File: config.mk
export PLATFORM = sky130hd
export DESIGN_NAME = alu8_flags
export DESIGN_NICKNAME = d
export VERILOG_FILES = /design/src/rtl/alu8_pkg.sv /design/src/rtl/alu8_arith.sv /design/src/rtl/alu8_logic.sv /design/src/rtl/alu8_flag_pack.sv /design/src/rtl/alu8_flags.sv
export SDC_FILE = /design/constraint.sdc
export NUM_CORES = 1
export LEC_CHECK = 0
export CAP_MARGIN = 0
export CELL_PAD_IN_SITES_DETAIL_PLACEMENT = 2
export CELL_PAD_IN_SITES_GLOBAL_PLACEMENT = 2
export CORE_MARGIN = 1.5
export CORE_UTILIZATION = 28
export CTS_CLUSTER_DIAMETER = 100
export CTS_CLUSTER_SIZE = 30
export DETAILED_ROUTE_END_ITERATION = 6
export PLACE_DENSITY = 0.83
export SYNTH_ARGS = -nofsm -noshare
export SYNTH_HDL_FRONTEND = slang
export SYNTH_HIERARCHICAL = 1
export SYNTH_SLANG_ARGS = --single-unit
File: constraint.sdc
create_clock -name clk -period 4.6 [get_ports clk]
set_clock_uncertainty 0.2 [all_clocks]
set_input_delay 0.69 -clock clk [delete_from_list [all_inputs] [get_ports clk]]
set_output_delay 0.69 -clock clk [all_outputs]
set_load 0.01 [all_outputs]
File: src/rtl/alu8_pkg.sv
// Package: shared operation codes and flag bit positions for the ALU.
// Assumes an 8-bit flag byte whose layout is fixed by neighbouring logic.
package alu8_pkg;
    typedef enum logic [2:0] {
        OP_ADD = 3'd0,
        OP_SUB = 3'd1,
        OP_AND = 3'd2,
        OP_OR  = 3'd3,
        OP_XOR = 3'd4
    } alu_op_e;

    typedef struct packed {
        logic s;
        logic z;
        logic ac;
        logic p;
        logic cy;
    } alu_flags_t;

    localparam int FB_S  = 7;
    localparam int FB_Z  = 6;
    localparam int FB_AC = 4;
    localparam int FB_P  = 2;
    localparam int FB_ONE = 1;
    localparam int FB_CY = 0;
endpackage

File: src/rtl/alu8_arith.sv
// Adder/subtractor: computes a+b or a-b (as a + ~b + 1).
// Returns carry (borrow on subtract) and the low-nibble carry.
// Assumes DATA_W is at least 8; the nibble is fixed at 4 bits.
module alu8_arith #(
    parameter int DATA_W = 8
) (
    input  logic [DATA_W-1:0] a,
    input  logic [DATA_W-1:0] b,
    input  logic              sub,
    output logic [DATA_W-1:0] res,
    output logic              cy,
    output logic              ac
);
    localparam int NIB_W = 4;

    logic [DATA_W-1:0] b_eff;
    logic [DATA_W:0]   sum_w;
    logic [NIB_W:0]    nib_w;

    // Full-width and nibble sums with the operand inverted for subtract.
    always_comb begin
        b_eff = sub ? ~b : b;
        sum_w = {1'b0, a} + {1'b0, b_eff} + {{DATA_W{1'b0}}, sub};
        nib_w = {1'b0, a[NIB_W-1:0]} + {1'b0, b_eff[NIB_W-1:0]} + {{NIB_W{1'b0}}, sub};
        res   = sum_w[DATA_W-1:0];
        cy    = sub ? ~sum_w[DATA_W] : sum_w[DATA_W];
        ac    = nib_w[NIB_W];
    end
endmodule

File: src/rtl/alu8_logic.sv
// Bitwise unit: per-bit AND, OR or XOR of two operands.
// Assumes sel is one of the logical operation codes; others give AND.
module alu8_logic
    import alu8_pkg::*;
#(
    parameter int DATA_W = 8
) (
    input  logic [DATA_W-1:0] a,
    input  logic [DATA_W-1:0] b,
    input  alu_op_e           sel,
    output logic [DATA_W-1:0] res
);
    for (genvar i = 0; i < DATA_W; i++) begin : g_bit
        // Per-bit selection of the logical function.
        always_comb begin
            unique case (sel)
                OP_OR:   res[i] = a[i] | b[i];
                OP_XOR:  res[i] = a[i] ^ b[i];
                default: res[i] = a[i] & b[i];
            endcase
        end
    end
endmodule

File: src/rtl/alu8_flag_pack.sv
// Packs the five stored flags into the fixed 8-bit layout.
// Assumes the constant bits: bit 1 reads one, bits 5 and 3 read zero.
module alu8_flag_pack
    import alu8_pkg::*;
(
    input  alu_flags_t  flags,
    output logic [7:0]  byte_o
);
    // Place each flag at its bit position.
    always_comb begin
        byte_o         = 8'h00;
        byte_o[FB_S]   = flags.s;
        byte_o[FB_Z]   = flags.z;
        byte_o[FB_AC]  = flags.ac;
        byte_o[FB_P]   = flags.p;
        byte_o[FB_ONE] = 1'b1;
        byte_o[FB_CY]  = flags.cy;
    end
endmodule

File: src/rtl/alu8_flags.sv
// Top: accumulator, hidden operand register and flag register around the
// arithmetic and logic units. An execute with a valid code overrides an
// accumulator load. An operand load in the same cycle takes effect afterwards.
// Assumes a synchronous active-low reset.
module alu8_flags
    import alu8_pkg::*;
#(
    parameter int DATA_W = 8
) (
    input  logic              clk,
    input  logic              rst_n,
    input  logic [2:0]        op_sel,
    input  logic              exec,
    input  logic              tmp_ld,
    input  logic [DATA_W-1:0] tmp_in,
    input  logic              acc_ld,
    input  logic [DATA_W-1:0] acc_in,
    output logic [DATA_W-1:0] acc_out,
    output logic [7:0]        flags_out
);
    logic [DATA_W-1:0] acc_q, tmp_q;
    alu_flags_t        flg_q, flg_d;
    alu_op_e           op;
    logic              op_ok, do_exec, is_arith, is_sub;
    logic [DATA_W-1:0] ar_res, lg_res, res;
    logic              ar_cy, ar_ac;

    // Decode the operation code and check that it is valid.
    always_comb begin
        op       = alu_op_e'(op_sel);
        op_ok    = (op_sel <= 3'd4);
        do_exec  = exec & op_ok;
        is_sub   = (op == OP_SUB);
        is_arith = (op == OP_ADD) | is_sub;
    end

    alu8_arith #(.DATA_W(DATA_W)) u_arith (
        .a(acc_q), .b(tmp_q), .sub(is_sub),
        .res(ar_res), .cy(ar_cy), .ac(ar_ac)
    );

    alu8_logic #(.DATA_W(DATA_W)) u_logic (
        .a(acc_q), .b(tmp_q), .sel(op), .res(lg_res)
    );

    // Select the result and compute the next flags.
    always_comb begin
        res      = is_arith ? ar_res : lg_res;
        flg_d.s  = res[DATA_W-1];
        flg_d.z  = (res == '0);
        flg_d.p  = ~^res;
        flg_d.cy = is_arith ? ar_cy : 1'b0;
        flg_d.ac = is_arith ? ar_ac : (op == OP_AND);
    end

    // Accumulator: an execute wins over a load.
    always_ff @(posedge clk) begin
        if (!rst_n)       acc_q <= '0;
        else if (do_exec) acc_q <= res;
        else if (acc_ld)  acc_q <= acc_in;
    end

    // Hidden operand register.
    always_ff @(posedge clk) begin
        if (!rst_n)      tmp_q <= '0;
        else if (tmp_ld) tmp_q <= tmp_in;
    end

    // Flag register, written only by a valid execute.
    always_ff @(posedge clk) begin
        if (!rst_n)       flg_q <= '0;
        else if (do_exec) flg_q <= flg_d;
    end

    alu8_flag_pack u_pack (.flags(flg_q), .byte_o(flags_out));

    assign acc_out = acc_q;

    // a load without an execute moves acc_in into the accumulator.
    assert_acc_load_R8: assert property (@(posedge clk) disable iff (!rst_n)
        (acc_ld && !do_exec) |=> (acc_out == $past(acc_in)));
    // the flags are left alone when there is no valid execute.
    assert_flags_hold_R8: assert property (@(posedge clk) disable iff (!rst_n)
        !do_exec |=> $stable(flags_out));
    // with no load and no valid execute, the accumulator holds.
    assert_acc_hold_R10: assert property (@(posedge clk) disable iff (!rst_n)
        (!do_exec && !acc_ld) |=> $stable(acc_out));
    // after an execute the zero flag matches the new accumulator.
    assert_zero_flag_R4: assert property (@(posedge clk) disable iff (!rst_n)
        do_exec |=> (flags_out[FB_Z] == (acc_out == '0)));
    // after an execute the parity flag matches the new accumulator.
    assert_parity_flag_R4: assert property (@(posedge clk) disable iff (!rst_n)
        do_exec |=> (flags_out[FB_P] == ~^acc_out));
    // after an execute the sign flag equals the top bit of the accumulator.
    assert_sign_flag_R4: assert property (@(posedge clk) disable iff (!rst_n)
        do_exec |=> (flags_out[FB_S] == acc_out[DATA_W-1]));
    // a logical operation leaves CY clear.
    assert_logic_cy_R7: assert property (@(posedge clk) disable iff (!rst_n)
        (do_exec && !is_arith) |=> !flags_out[FB_CY]);
endmodule

==> results.yml, run 1 <==
synth:
  syn_area_per_cell_um2: 8.460
  synth-edff-count: 0
  seq_area_frac_synth: 0.1941
  yosys.area.top_type_share: 0.1941
  yosysWarnings: 6
  ys_ff_latch: 21
  ys.flop_type: "dfxtp_1"
  synth_area_leaders: "dfxtp_1, ha_1, mux2i_1"
  yosysUniqueCellTypes: 40
  synth.top_cells.by_count: "ha_1, inv_1, dfxtp_1"
  synth_area_leader_cell: "dfxtp_1"
  async_reset_ff_frac: 0
  synth_area_um2: 2166
  syn_inst: 256
cts:
  cts_buffer_depth: 2
  insertion_delay_ns: 0.27
  numCtsBuffers: 3
  cts_hold_buf: 0
  cts_tree: "built"
  clk_pin_slew_worst_paths_ns: 0.09
  clock_sinks: 21
  cts_root_buf: "clkbuf_8"
  htreeDepth: 1
cells_and_area:
  fin_cells: 380
  stdcell_area_um2: 2581
  n_antenna_cell: 0
  layout-drive-gt1-share: 0.06762
  finalNetCount: 334
  area_growth_pct: 19.18
grt:
  track_usage: 0.1716
  antenna_found_initial: 0
  grt_max_degree: 30
  grt_pass1_wl_mm: 11.25
  grt_pass1_vias: 2121
  grt_overflow: 0
sta:
  finalCritPeriodShare: 0.9096
  tightestPinTransition_ns: 0.8474
  setup_tns_ns: 0
  hold_violations: 0
  fmax_ghz: 0.2390
  rsz0062_at_grt: "no"
  layout_min_cycle_time_ns: 4.184
  setup_violations: 0
  max-slew-margin-rel: 0.4313
  drv_slew: 0
drt:
  dr.pass1.iters: 4
  num_vias: 1969
  drcViolationCount: 0
  drtAntennaViolNets: 0
  via_per_inst: 5.182
  post_drt_wl_per_cell_um: 18.32
  wl_mm: 6.963
  drt_iter0_drc: 75
worst_hold_path:
  holdPathEnd: "flg_q[0]"
  min_path_cells: 2
  hp-start: "flg_q[0]"
  min_path_type: "reg -> reg"
critical_path:
  cp_slowest_cell: "clkdlybuf4s50_1"
  timing.rr.end: "flg_q[1]"
  timing.rr.start: "tmp_q[3]"
  cp-startpoint: "op_sel[1]"
  path_class: "in -> reg"
  max_stage_delay_ns: 0.50
  cp-end-kind: "register"
  cp_max_fo: 9
  crit_path_start_kind: "primary input"
  path_cells: "clkdlybuf4s50_1 -> nor2_2 -> and2_2 -> xor2_1 -> ha_1 -> nand4_1 -> o211ai_2 -> o21ai_1 -> a21oi_1 -> xor2_1 -> mux2i_1 -> ha_1 -> xor2_1 -> xnor2_1 -> o22ai_1"
  path_common_cell: "xor2_1"
  worst-r2r-setup-slack_ns: 1.31
  critPathArrivalTime_ns: 4.11
  r2r_cells: 12
  worstPathRequired_ns: 4.52
floorplan:
  dieHeight_um: 90.95
  start_util: 0.2939
  dieArea_um2: 8272
  rows: 31
  core_um2: 7370
  io-pin-count: 40
  fp.dieW_um: 90.95
power_and_ir_drop:
  p_leak_nw: 1.079
  p_clk_frac: 0.209
  p_switching_mw: 0.2291
  seq_power_share: 0.360
  peakVddDrop_v: 0.0001201
  intPower_mw: 0.3791
  p_comb_frac: 0.431
  swShare: 0.3767
  power_density_nw_per_um2: 235.7
placed_design:
  gp_congestion: 0.9051
  place_area_um2: 2534
  io_buffers: 36
  hpwl_mm: 5.439
  post-place-cells: 376
job:
  cap_viol_max_count: 0
run_status:
  status: "finished clean"
-- layout by cell type (no fill, tap or decap), drive strengths merged, types with 4 or more instances in the layout --
cell and instances:
a211oi 9, a21oi 15, a221oi 16, and2 9
buf 4, clkdlybuf4s50 36, dfxtp 21, ha 27
inv 27, mux2i 18, nand2 4, nand4 4
nor2 14, nor2b 8, nor3b 8, o21ai 21
xnor2 5, xor2 13
-- flip-flops by register name, summed over array words and instances, names as in the netlist --
register and cells:
acc_out 8, flg_q 5, tmp_q 8
-- layer usage --
metal  vias to the layer above  GRT usage  part of all wire
met5                         -          0                 0
met4                         0    0.02995            0.0065
met2                        37     0.3184              0.53
met3                         4    0.02596             0.028
li1                        946          -                 -
met1                       982     0.2086              0.44
-- cells by family after synthesis --
family / count (synthesis) / synth area share
compound gates: 71 / 0.2201
xor+xnor: 18 / 0.07279
fa+ha+maj: 28 / 0.1652
buf+inv: 47 / 0.1161
flops: 21 / 0.1941
mux: 18 / 0.08492
other cells: 2 / 0.003467
simple gates: 51 / 0.1433
-- how the worst max path moves through the flow --
stage / slack [ns] / endpoint / cells after the start
finish: 0.42 / flg_q[1] / 15
global route: 0.18 / flg_q[1] / 15
CTS: 0.21 / flg_q[1] / 15
detailed placement: -0.05 / flg_q[1] / 15
global placement: 0.16 / flg_q[1] / 15
floorplan: 1.07 / flg_q[1] / 16
-- worst max-delay path: cells and delay by family --
kind / cells / cell delay, ns
muxes: 1 / 0.36
buffers and inverters: 1 / 0.50
AOI/OAI and AO/OA: 4 / 0.66
adders and majority gates: 2 / 0.74
xor gates and xnor gates: 4 / 0.67
and+or+nand+nor: 3 / 0.48
-- repair_timing --
item | in CTS | in global routing
buffers inserted | 0 | 0
hold endpoints to repair | 0 | 0
resized for setup | 0 | 1
setup endpoints to repair | 0 | 1
-- metrics by stage --
stage	hold WS [ns]	setup WS (ns)	power (mW)	util
CTS	0.2944	0.2061	0.6183	0.3501
finish	0.2950	0.4157	0.6083	0.3503
global route	0.3472	0.1841	0.6526	0.3503
global placement	0.2679	0.1618	0.4649	0.3438
detailed placement	0.2764	-0.04897	0.4867	0.3438
floorplan	0.2467	1.065	0.3895	-
-- area by class of cell --
| class | instances | area [um^2] |
|---|---|---|
| clock inverters | 1 | 5.005 |
| repair buffers | 40 | 390.4 |
| inverters | 27 | 101.3 |
| multi-input cells | 189 | 1499 |
| fillers | 872 | 4788 |
| clock buffers | 3 | 41.29 |
| well taps | 99 | 123.9 |
| flip-flops and latches | 21 | 420.4 |
-- power by group through the flow --
stage,logic [mW],clock network [mW],registers [mW]
final,0.262,0.127,0.219
after detailed placement,0.263,0,0.223
after CTS,0.266,0.133,0.220
after floorplan,0.173,0,0.217
after global placement,0.242,0,0.223
after global routing,0.290,0.141,0.221
(Power assumes the default switching activity.)
==> inputs of run 2 (changes only) <==
==> constraint.sdc (replaced) <==
create_clock -name clk -period 4.2 [get_ports clk]
set_clock_uncertainty 0.2 [all_clocks]
set_input_delay 0.63 -clock clk [delete_from_list [all_inputs] [get_ports clk]]
set_output_delay 0.63 -clock clk [all_outputs]
set_load 0.01 [all_outputs]
==> results.yml, run 2 (synthesis results as in run 1) <==
cells_and_area:
  nFillCells: 859
  final_core_util: 0.3513
  finalNetCount: 335
  fin_cells: 381
  final_common_cell: "clkdlybuf4s50_1"
  final_cell_mix: "clkdlybuf4s50_1, inv_1, ha_1, dfxtp_1, mux2i_1"
  layout-drive-gt1-share: 0.07092
  n_antenna_cell: 0
  stdcell_area_um2: 2589
  area_growth_pct: 19.53
floorplan:
  start_util: 0.2939
  dieHeight_um: 90.95
  dieArea_um2: 8272
  fp.dieW_um: 90.95
  io-pin-count: 40
  rows: 31
  core_um2: 7370
grt:
  grt_pass1_wl_mm: 11.23
  antenna_found_initial: 0
  grt_pass1_vias: 2147
  grt_overflow: 0
  track_usage: 0.1703
  grt_max_degree: 30
sta:
  max-slew-margin-rel: 0.4314
  tightestPinTransition_ns: 0.8472
  finalCritPeriodShare: 0.9610
  setup_violations: 0
  hold_violations: 0
  holdWs_ns: 0.2901
  layout_min_cycle_time_ns: 4.036
  drv_slew: 0
  rsz0062_at_grt: "no"
  fmax_ghz: 0.2478
cts:
  cts_hold_buf: 0
  cts_tree: "built"
  cts_setup_buffers: 0
  numCtsBuffers: 3
  cts_resized: 0
  clk_pin_slew_worst_paths_ns: 0.09
  cts_buffer_depth: 2
  htreeDepth: 1
  clock_sinks: 21
  insertion_delay_ns: 0.27
  cts_root_buf: "clkbuf_8"
critical_path:
  worst-r2r-setup-slack_ns: 1.00
  critPathArrivalTime_ns: 4.03
  cp_max_fo: 7
  cp-end-kind: "register"
  crit_path_start_kind: "primary input"
  path_class: "in -> reg"
  worstPathRequired_ns: 4.20
drt:
  drtAntennaViolNets: 0
  via_per_inst: 5.142
  wl_mm: 6.899
  top_layer_used: "met4"
  drcViolationCount: 0
  met2_length_mm: 3.527
  post_drt_wl_per_cell_um: 18.11
  drt_iter0_drc: 77
  wl_met1_mm: 3.138
  wl_met3_um: 132
  num_vias: 1959
  dr.pass1.iters: 4
power_and_ir_drop:
  power_mw: 0.6631
  peakVddDrop_v: 0.0001608
  p_leak_nw: 1.085
  power_density_nw_per_um2: 256.2
run_status:
  status: "finished clean"
placed_design:
  io_buffers: 36
  post-place-cells: 377
  hpwl_mm: 5.444
  gp_congestion: 0.8706
  place_area_um2: 2541
job:
  cap_viol_max_count: 0
worst_hold_path:
  min_path_type: "reg -> reg"
==> run 2: cell types whose count changed in the layout (fill, tap and decap cells not counted) <==
cell   previous run  this run
buf_4             4         5
==> run 2: critical path: stages <==
cell and delay (ns):
clkdlybuf4s50_1 0.51, nor2_2 0.05, and2_2 0.27, xor2_1 0.18, ha_1 0.41, nand4_1 0.13, o211ai_2 0.19, o21ai_1 0.11
a21oi_1 0.22, xor2_1 0.09, mux2i_1 0.37, ha_1 0.25, nand4_1 0.11, or3_1 0.33, a21oi_1 0.16
==> run 2: path summary, 6_finish.rpt <==
check | startpoint | to | cells past startpoint
worst max-delay path | op_sel[2] | flg_q[3] | 15
worst min-delay path | flg_q[1] | flg_q[1] | 2
worst min register to register | flg_q[1] | flg_q[1] | 2
worst max register to register | tmp_q[3] | flg_q[3] | 12
==> run 2: area by class of cell <==
type / instances / area, um^2 / area share
timing repair buffer: 41 / 397.9 / 0.1537
multi-input combinational: 189 / 1499 / 0.5790
inverter: 27 / 101.3 / 0.03915
tap: 99 / 123.9 / 0.04785
clock inverter: 1 / 5.005 / 0.001933
clock buffer: 3 / 41.29 / 0.01595
sequential: 21 / 420.4 / 0.1624
==> run 2: layer usage <==
metal	track usage	up-vias
met5	0	-
met4	0.04818	0
met3	0.02010	8
met2	0.3066	29
met1	0.2110	971
li1	-	951
==> run 2: where the power goes <==
group | switching [mW] | total, mW | internal, mW
clock network | 0.0766 | 0.143 | 0.0663
logic | 0.147 | 0.281 | 0.134
registers | 0.0236 | 0.239 | 0.216
total | 0.247 | 0.663 | 0.416
==> run 2: metrics by stage <==
step	setup TNS [ns]	setup WS (ns)
floorplan	0	0.7252
global placement	-0.03239	-0.03239
detailed placement	-0.3281	-0.1907
CTS	0	0.05671
global route	0	0.01769
finish	0	0.1639
